File: src/rtl/pll_regs_pkg.sv
package pll_regs_pkg;
  localparam int IDX_CTL  = 0;
  localparam int IDX_CFG  = 1;
  localparam int IDX_STAT = 2;
  localparam int IDX_FEED = 3;
  localparam int CTL_W    = 2;
  localparam int BIT_EN   = 0;
  localparam int BIT_CONN = 1;

  typedef enum logic {
    FEED_IDLE  = 1'b0,
    FEED_ARMED = 1'b1
  } feed_st_e;
endpackage

File: src/rtl/pll_feed_seq.sv
module pll_feed_seq
  import pll_regs_pkg::*;
#(
  parameter int IDX_W = 2,
  parameter int KEY_W = 8,
  parameter logic [KEY_W-1:0] KEY_ARM  = 8'hAA,
  parameter logic [KEY_W-1:0] KEY_FIRE = 8'h55
) (
  input  logic             clk,
  input  logic             rst,
  input  logic             wr_i,
  input  logic [IDX_W-1:0] idx_i,
  input  logic [KEY_W-1:0] key_i,
  output logic             commit_o
);
  feed_st_e st_q, st_d;
  logic     feed_hit;

  assign feed_hit = wr_i && (idx_i == IDX_W'(IDX_FEED));

  always_comb begin
    st_d     = st_q;
    commit_o = 1'b0;
    if (wr_i) begin
      if (feed_hit && key_i == KEY_ARM) begin
        st_d = FEED_ARMED;
      end else if (feed_hit && key_i == KEY_FIRE && st_q == FEED_ARMED) begin
        st_d     = FEED_IDLE;
        commit_o = 1'b1;
      end else begin
        st_d = FEED_IDLE;
      end
    end
  end

  always_ff @(posedge clk) begin
    if (rst) st_q <= FEED_IDLE;
    else     st_q <= st_d;
  end

  // a write that is not a feed-register write leaves the sequence idle
  a_r5_stray_write_aborts: assert property (@(posedge clk) disable iff (rst)
    (wr_i && !feed_hit) |=> (st_q == FEED_IDLE));

  // a commit consumes the armed state
  a_r4_commit_disarms: assert property (@(posedge clk) disable iff (rst)
    commit_o |=> (st_q == FEED_IDLE));
endmodule

File: src/rtl/pll_shadow_bank.sv
module pll_shadow_bank
  import pll_regs_pkg::*;
#(
  parameter int IDX_W = 2,
  parameter int CFG_W = 7
) (
  input  logic             clk,
  input  logic             rst,
  input  logic             wr_i,
  input  logic [IDX_W-1:0] idx_i,
  input  logic [CFG_W-1:0] wdata_i,
  input  logic             commit_i,
  input  logic             pd_i,
  output logic [CTL_W-1:0] hold_ctl_o,
  output logic [CFG_W-1:0] hold_cfg_o,
  output logic [CTL_W-1:0] sh_ctl_o,
  output logic [CFG_W-1:0] sh_cfg_o
);
  always_ff @(posedge clk) begin
    if (rst) begin
      hold_ctl_o <= '0;
      hold_cfg_o <= '0;
      sh_ctl_o   <= '0;
      sh_cfg_o   <= '0;
    end else begin
      if (wr_i && idx_i == IDX_W'(IDX_CTL)) hold_ctl_o <= wdata_i[CTL_W-1:0];
      if (wr_i && idx_i == IDX_W'(IDX_CFG)) hold_cfg_o <= wdata_i;
      if (commit_i) begin
        sh_ctl_o <= hold_ctl_o;
        sh_cfg_o <= hold_cfg_o;
      end
      if (pd_i) sh_ctl_o <= '0;
    end
  end

  // the active configuration only moves on a commit
  a_r3_cfg_holds_without_feed: assert property (@(posedge clk) disable iff (rst)
    !commit_i |=> $stable(sh_cfg_o));

  // power-down leaves enable and connect cleared
  a_r7_pd_clears_ctl: assert property (@(posedge clk) disable iff (rst)
    pd_i |=> (sh_ctl_o == '0));
endmodule

File: src/rtl/pll_read_mux.sv
module pll_read_mux
  import pll_regs_pkg::*;
#(
  parameter int IDX_W  = 2,
  parameter int DATA_W = 32,
  parameter int CFG_W  = 7
) (
  input  logic              clk,
  input  logic              rst,
  input  logic [IDX_W-1:0]  idx_i,
  input  logic [CTL_W-1:0]  hold_ctl_i,
  input  logic [CFG_W-1:0]  hold_cfg_i,
  input  logic [DATA_W-1:0] status_i,
  output logic [DATA_W-1:0] rdata_o
);
  logic [DATA_W-1:0] sel;

  always_comb begin
    sel = '0;
    case (idx_i)
      IDX_W'(IDX_CTL):  sel[CTL_W-1:0] = hold_ctl_i;
      IDX_W'(IDX_CFG):  sel[CFG_W-1:0] = hold_cfg_i;
      IDX_W'(IDX_STAT): sel = status_i;
      default:          sel = '0;
    endcase
  end

  always_ff @(posedge clk) begin
    if (rst) rdata_o <= '0;
    else     rdata_o <= sel;
  end

  // the key register reads back as zero
  a_r8_feed_reads_zero: assert property (@(posedge clk) disable iff (rst)
    (idx_i == IDX_W'(IDX_FEED)) |=> (rdata_o == '0));
endmodule

File: src/rtl/pll_shadow_regs.sv
module pll_shadow_regs
  import pll_regs_pkg::*;
#(
  parameter int DATA_W   = 32,
  parameter int ADDR_W   = 4,
  parameter int MUL_W    = 5,
  parameter int DIV_W    = 2,
  parameter int LOCK_BIT = 10,
  parameter int KEY_W    = 8,
  parameter logic [KEY_W-1:0] KEY_ARM  = 8'hAA,
  parameter logic [KEY_W-1:0] KEY_FIRE = 8'h55
) (
  input  logic              clk,
  input  logic              rst,
  input  logic [ADDR_W-1:0] addr_i,
  input  logic              wr_i,
  input  logic [DATA_W-1:0] wdata_i,
  output logic [DATA_W-1:0] rdata_o,
  input  logic              pd_i,
  input  logic              lock_i,
  output logic              pll_en_o,
  output logic              pll_conn_o,
  output logic [MUL_W-1:0]  mul_o,
  output logic [DIV_W-1:0]  div_o
);
  localparam int CFG_W = MUL_W + DIV_W;
  localparam int IDX_W = ADDR_W - 2;

  logic [IDX_W-1:0]  idx;
  logic              commit;
  logic [CTL_W-1:0]  hold_ctl, sh_ctl;
  logic [CFG_W-1:0]  hold_cfg, sh_cfg;
  logic [DATA_W-1:0] status;
  logic              conn_q;
  logic              unused_bits;

  assign idx         = addr_i[ADDR_W-1:2];
  assign unused_bits = ^{addr_i[1:0], wdata_i};

  pll_feed_seq #(
    .IDX_W(IDX_W), .KEY_W(KEY_W), .KEY_ARM(KEY_ARM), .KEY_FIRE(KEY_FIRE)
  ) u_feed (
    .clk(clk), .rst(rst), .wr_i(wr_i), .idx_i(idx),
    .key_i(wdata_i[KEY_W-1:0]), .commit_o(commit)
  );

  pll_shadow_bank #(.IDX_W(IDX_W), .CFG_W(CFG_W)) u_bank (
    .clk(clk), .rst(rst), .wr_i(wr_i), .idx_i(idx),
    .wdata_i(wdata_i[CFG_W-1:0]), .commit_i(commit), .pd_i(pd_i),
    .hold_ctl_o(hold_ctl), .hold_cfg_o(hold_cfg),
    .sh_ctl_o(sh_ctl), .sh_cfg_o(sh_cfg)
  );

  always_comb begin
    status                    = '0;
    status[CFG_W-1:0]         = sh_cfg;
    status[CFG_W +: CTL_W]    = sh_ctl;
    status[LOCK_BIT]          = lock_i;
  end

  pll_read_mux #(.IDX_W(IDX_W), .DATA_W(DATA_W), .CFG_W(CFG_W)) u_rd (
    .clk(clk), .rst(rst), .idx_i(idx), .hold_ctl_i(hold_ctl),
    .hold_cfg_i(hold_cfg), .status_i(status), .rdata_o(rdata_o)
  );

  always_ff @(posedge clk) begin
    if (rst) conn_q <= 1'b0;
    else     conn_q <= sh_ctl[BIT_EN] & sh_ctl[BIT_CONN] & lock_i;
  end

  assign pll_en_o   = sh_ctl[BIT_EN];
  assign pll_conn_o = conn_q;
  assign mul_o      = sh_cfg[MUL_W-1:0];
  assign div_o      = sh_cfg[CFG_W-1:MUL_W];

  // connect only follows a cycle with lock and shadow enable
  a_r6_conn_needs_lock: assert property (@(posedge clk) disable iff (rst)
    pll_conn_o |-> $past(lock_i && sh_ctl[BIT_EN]));

  // reset clears the outputs
  a_r1_reset_clears: assert property (@(posedge clk)
    rst |=> (!pll_en_o && !pll_conn_o && rdata_o == '0));
endmodule

File: config.mk
export PLATFORM = sky130hd
export DESIGN_NAME = pll_shadow_regs
export DESIGN_NICKNAME = d
export VERILOG_FILES = /design/src/rtl/pll_regs_pkg.sv /design/src/rtl/pll_feed_seq.sv /design/src/rtl/pll_shadow_bank.sv /design/src/rtl/pll_read_mux.sv /design/src/rtl/pll_shadow_regs.sv
export SDC_FILE = /design/constraint.sdc
export NUM_CORES = 1
export LEC_CHECK = 0
export ABC_AREA = 1
export BUFFER_PORTS_ARGS = -buffer_cell sky130_fd_sc_hd__buf_2
export CORE_ASPECT_RATIO = 0.75
export CORE_MARGIN = 2
export CORE_UTILIZATION = 40
export CTS_CLUSTER_DIAMETER = 150
export DETAILED_ROUTE_END_ITERATION = 8
export PLACE_DENSITY = 0.72
export SYNTH_ARGS = -nofsm -noshare
export SYNTH_HDL_FRONTEND = slang
export SYNTH_SLANG_ARGS = --single-unit
File: constraint.sdc
create_clock -name clk -period 1.81 [get_ports clk]
set_input_delay 0.362 -clock clk [delete_from_list [all_inputs] [get_ports clk]]
set_output_delay 0.362 -clock clk [all_outputs]
set_load 0.02 [all_outputs]
; ---- Word level (Yosys, flattened, before mapping)
; Index checks and enable logic that the tools add are counted.
[classes]
n_eq_ne = 5
n_mux = 6
n_bitwise = 3
reduce_logical = 9
[ops]
columns = operator, n
row1 = 5-bit one-hot mux with 2 select lines, 1
row2 = 8-bit by 7-bit equality test with 1-bit output (second input constant), 1
row3 = 8-bit equality test (second input constant), 1
row4 = 1-bit logical AND, 6
row5 = 2-bit one-hot mux with 3 select lines, 1
row6 = 2-bit equality test (second input constant), 2
row7 = 1-bit 2-to-1 mux, 4
row8 = 2-bit OR reduction, 2
row9 = 1-bit bitwise AND, 2
row10 = 2-bit by 1-bit equality test with 1-bit output (second input constant), 1
row11 = 2-bit logical NOT, 1
row12 = 1-bit inverter, 1
[word_totals]
regBits = 52
word_cells = 31

; ---- Longest topological paths before layout
[logic_depth]
depth_word = 7
mapped_depth = 7

; ---- Hierarchy
; A second synthesis with hierarchy kept.
[unflattened]
hier_cells = 243
hier_area_um2 = 2042.0
[by_module_without_submodules]
columns = module, n_inst, cells_per_inst, area_each_um2, seq_area_each_um2
row1 = pll_read_mux, 1, 122, 1178.6, 640.6
row2 = pll_shadow_bank, 1, 92, 688.2, 360.3
row3 = pll_feed_seq, 1, 23, 133.9, 20.0
row4 = pll_shadow_regs, 1, 6, 41.3, 20.0

; ---- Least setup slack after synthesis
; Ideal clock, no wire load.
[synth_timing]
kind = input to register
from = input addr_i[3]
to = register u_bank.hold_cfg_o[1]
arrival_ns = 1.084
required_ns = 1.691
setup_slack_ns = 0.606
stages = 7
cell_sequence = inv_1 ha_1 buf_2 nand2_1 inv_2 o21ai_0 a21oi_1
[synth_between]
elab_chain_cells = 2
[synth_lines]
columns = item, line_no
row1 = from (decl), pll_shadow_regs.sv:15  ; input logic [ADDR_W-1:0] addr_i,
row2 = 2-bit by 1-bit equality test with 1-bit output, pll_shadow_bank.sv:27  ; if (wr_i && idx_i == IDX_W'(IDX_CFG)) hold_cfg_o <= wdata_i;
row3 = 1-bit logical AND, pll_shadow_bank.sv:27
row4 = to (signal assigned), pll_shadow_bank.sv:27
row5 = to (decl), pll_shadow_bank.sv:15  ; output logic [CFG_W-1:0] hold_cfg_o,
; Every way passes these cells.
; A chain may end at the register's enable or synchronous reset.

; ---- Worst setup path after layout
[layout_timing]
from = register u_bank.sh_cfg_o[5]
to = output div_o[0]
[layout_rtl]
columns = item, line_no
row1 = from (decl), pll_shadow_bank.sv:17  ; output logic [CFG_W-1:0] sh_cfg_o
row2 = from (signal assigned), pll_shadow_bank.sv:30  ; sh_cfg_o <= hold_cfg_o;
row3 = to (decl), pll_shadow_regs.sv:24  ; output logic [DIV_W-1:0] div_o
; No word-level cell between the ends.

==> impl_metrics.ini <==
[cts]
clkSlewWorstSetupHoldPaths_ns = 0.06
ctsResizeCount = 0
htree_levels = 2
cts_tree = done
cts_setup_buffers = 0
cts_inserted_buffers = 5
holdBufCountCts = 0
cts_root_buf = clkbuf_8
clock_latency_ns = 0.28
clk_path_buf_depth = 2
cts.sinks = 30

[min_path]
hold_path_class = in2reg
min_from = lock_i

[global_routing]
grt_pass1_vias = 973
antenna_found_initial = 0
overflow = 0
grt.total_usage_pct = 14.1
grt_max_degree = 11
grt_pass1_wl_mm = 4.37

[routing]
routed_wl_mm = 2.74
via_per_inst = 4.35
dr.pass1.iters = 5
dr_total_vias = 1214
ant_nets = 0
wire_per_inst_um = 9.82
drc = 0
first_iter_violations = 49

[pwr]
powerDensity_mw_per_mm2 = 971
leakagePower_uw = 0.000916
peakVddDrop_mv = 0.463

[yosys]
synth-xor-area-share_pct = 0
ys_warn_count = 0
synthAdderAreaFrac_pct = 4.39
synth_cell_type_count = 18
post_synth_mux_area_share_pct = 0
synthCells = 200
syn_area_per_cell_um2 = 7.13
synth_top_family_by_area = simple AND/OR/NAND/NOR gates
seq_area_frac_synth_pct = 42.1
synth_compound_area_share_pct = 6.67
synthSimpleGateAreaFrac_pct = 28.4
synth.cell_area_mm2 = 0.00143
ys_ff_latch = 30

[setup_path]
r2r_cells = 5
startpoint_type = flip-flop
reg2reg_to = u_bank.sh_cfg_o[5]$_SDFFE_PP0P_
crit_arrival_ns = 0.81
cp_slowest_stage_delay_ns = 0.35
worstPathRequired_ns = 1.45
critPathMaxFanout = 3
cp-end-kind = primary output
cp_slowest_cell = dfxtp_1
cp_cell_sequence = buf_2
crit_type = reg2out
crit_start = u_bank.sh_cfg_o[5]$_SDFFE_PP0P_
r2r_setup_slack_ns = 0.65
worstSetupPathDepth = 1
crit_path_end = div_o[0]
rr_startpoint = u_feed.st_q$_SDFFE_PP0P_
path_buf_inv = 1
crit_family = flip-flops

[finish]
area_growth_pct = 19.1
diodes = 0
fillerInstances = 353
layout.nets = 284
layout-drive-gt1-share_pct = 20.1

[timing]
fin_hold_ws_ns = 0.313
hold_viol = 0
period_needed_ns = 1.17
finalSetupViolCount = 0
layout_setup_ws_ns = 0.640
clock-skew-final_ns = 0.00344
grt_setup_unrepaired = no
slew_viol_final = 0
period_share_pct = 64.6
max_freq_mhz = 855
setup_tns_ns = 0

[die]
initial_core_util_pct = 42.5
die_area_mm2 = 0.00406
dieWidth_um = 72.9
io-pin-count = 82
rows = 18
die_h_um = 55.7
core_area_mm2 = 0.00336

[placed_design]
hpwl_mm = 2.07
portBuffers = 33
gp_congestion = 0.817
pre_cts_slack_ns = 0.377

[outcome]
status = finished clean

[run]
drv_cap = 0
## layout by cell type (no fill, tap or decap), types with 4 or more instances in the layout
| master | instances |
|---|---|
| a21oi_1 | 11 |
| buf_2 | 33 |
| clkbuf_8 | 6 |
| conb_1 | 22 |
| dfxtp_1 | 30 |
| ha_1 | 5 |
| inv_1 | 20 |
| nand2_1 | 52 |
| nand3_1 | 4 |
| nor2_1 | 37 |
| o21ai_0 | 8 |
## through the flow
stage          power (uW)  util (%)  area (um^2)  std cells
3_5_place_dp          827      46.3         1560        271
2_1_floorplan         820         -         1500        221
5_1_grt              1710      50.6         1700        279
4_1_cts              1660      50.6         1700        279
3_3_place_gp          825      46.3         1560        271
6_report             1650      50.6         1700        279
## kinds of logic after synthesis
logic type      after synthesis
simple gates                 99
buf+inv                      46
flops                        30
compound gates               19
fa+ha+maj                     5
other cells                   1
## synthesized netlist by cell type (all sizes together)
cell type  number  area share (%)
o21ai           8             2.8
ha              5             4.4
nand3           6             3.3
conb            1            0.26
nor2           39              11
nand2          52              14
clkbuf          1            0.26
dfxtp          30              42
inv            21             5.5
a21oi          11             3.9
nor4            1            0.44
nor3            1            0.35
buf            24              12
## metal layers
| metal | share of wire (%) | up-vias | GRT usage [%] |
|---|---|---|---|
| li1 | - | 639 | - |
| met1 | 49 | 529 | 18.9 |
| met2 | 42 | 39 | 19.7 |
| met3 | 7.6 | 7 | 4.89 |
| met4 | 1.7 | 0 | 7.14 |
| met5 | 0 | - | 0 |
## final cells by class
type                       instances  area (um^2)  area share (%)
timing repair buffer              35          180            10.6
sequential                        30          601            35.4
clock buffer                       6         82.6            4.86
inverter                          21         78.8            4.64
multi-input combinational        145          646            38.0
clock inverter                     2         60.1            3.54
tap                               40         50.0            2.95
## registers in the layout, summed over array words and instances (netlist names)
name and flops:
u_bank.hold_cfg_o 7, pll_conn_o 1, u_rd.rdata_o 10, u_feed.st_q 1
u_bank.sh_ctl_o 2, u_bank.hold_ctl_o 2, u_bank.sh_cfg_o 7
## how the worst min path moves through the flow
stage          slack (ns)  depth (start not counted)                           endpoint
2_1_floorplan        0.43                          1  u_bank.hold_ctl_o[0]$_SDFFE_PP0P_
3_3_place_gp         0.45                          2         u_rd.rdata_o[2]$_SDFF_PP0_
3_5_place_dp         0.46                          2         u_rd.rdata_o[2]$_SDFF_PP0_
4_1_cts              0.31                          3              pll_conn_o$_SDFF_PP0_
5_1_grt              0.33                          3              pll_conn_o$_SDFF_PP0_
6_report             0.31                          3              pll_conn_o$_SDFF_PP0_
## power by group
part	internal [uW]	switching, uW
Clock	587	248
Sequential	672	7.24
Combinational	33.5	101
Power figures use the tool's default switching activity.
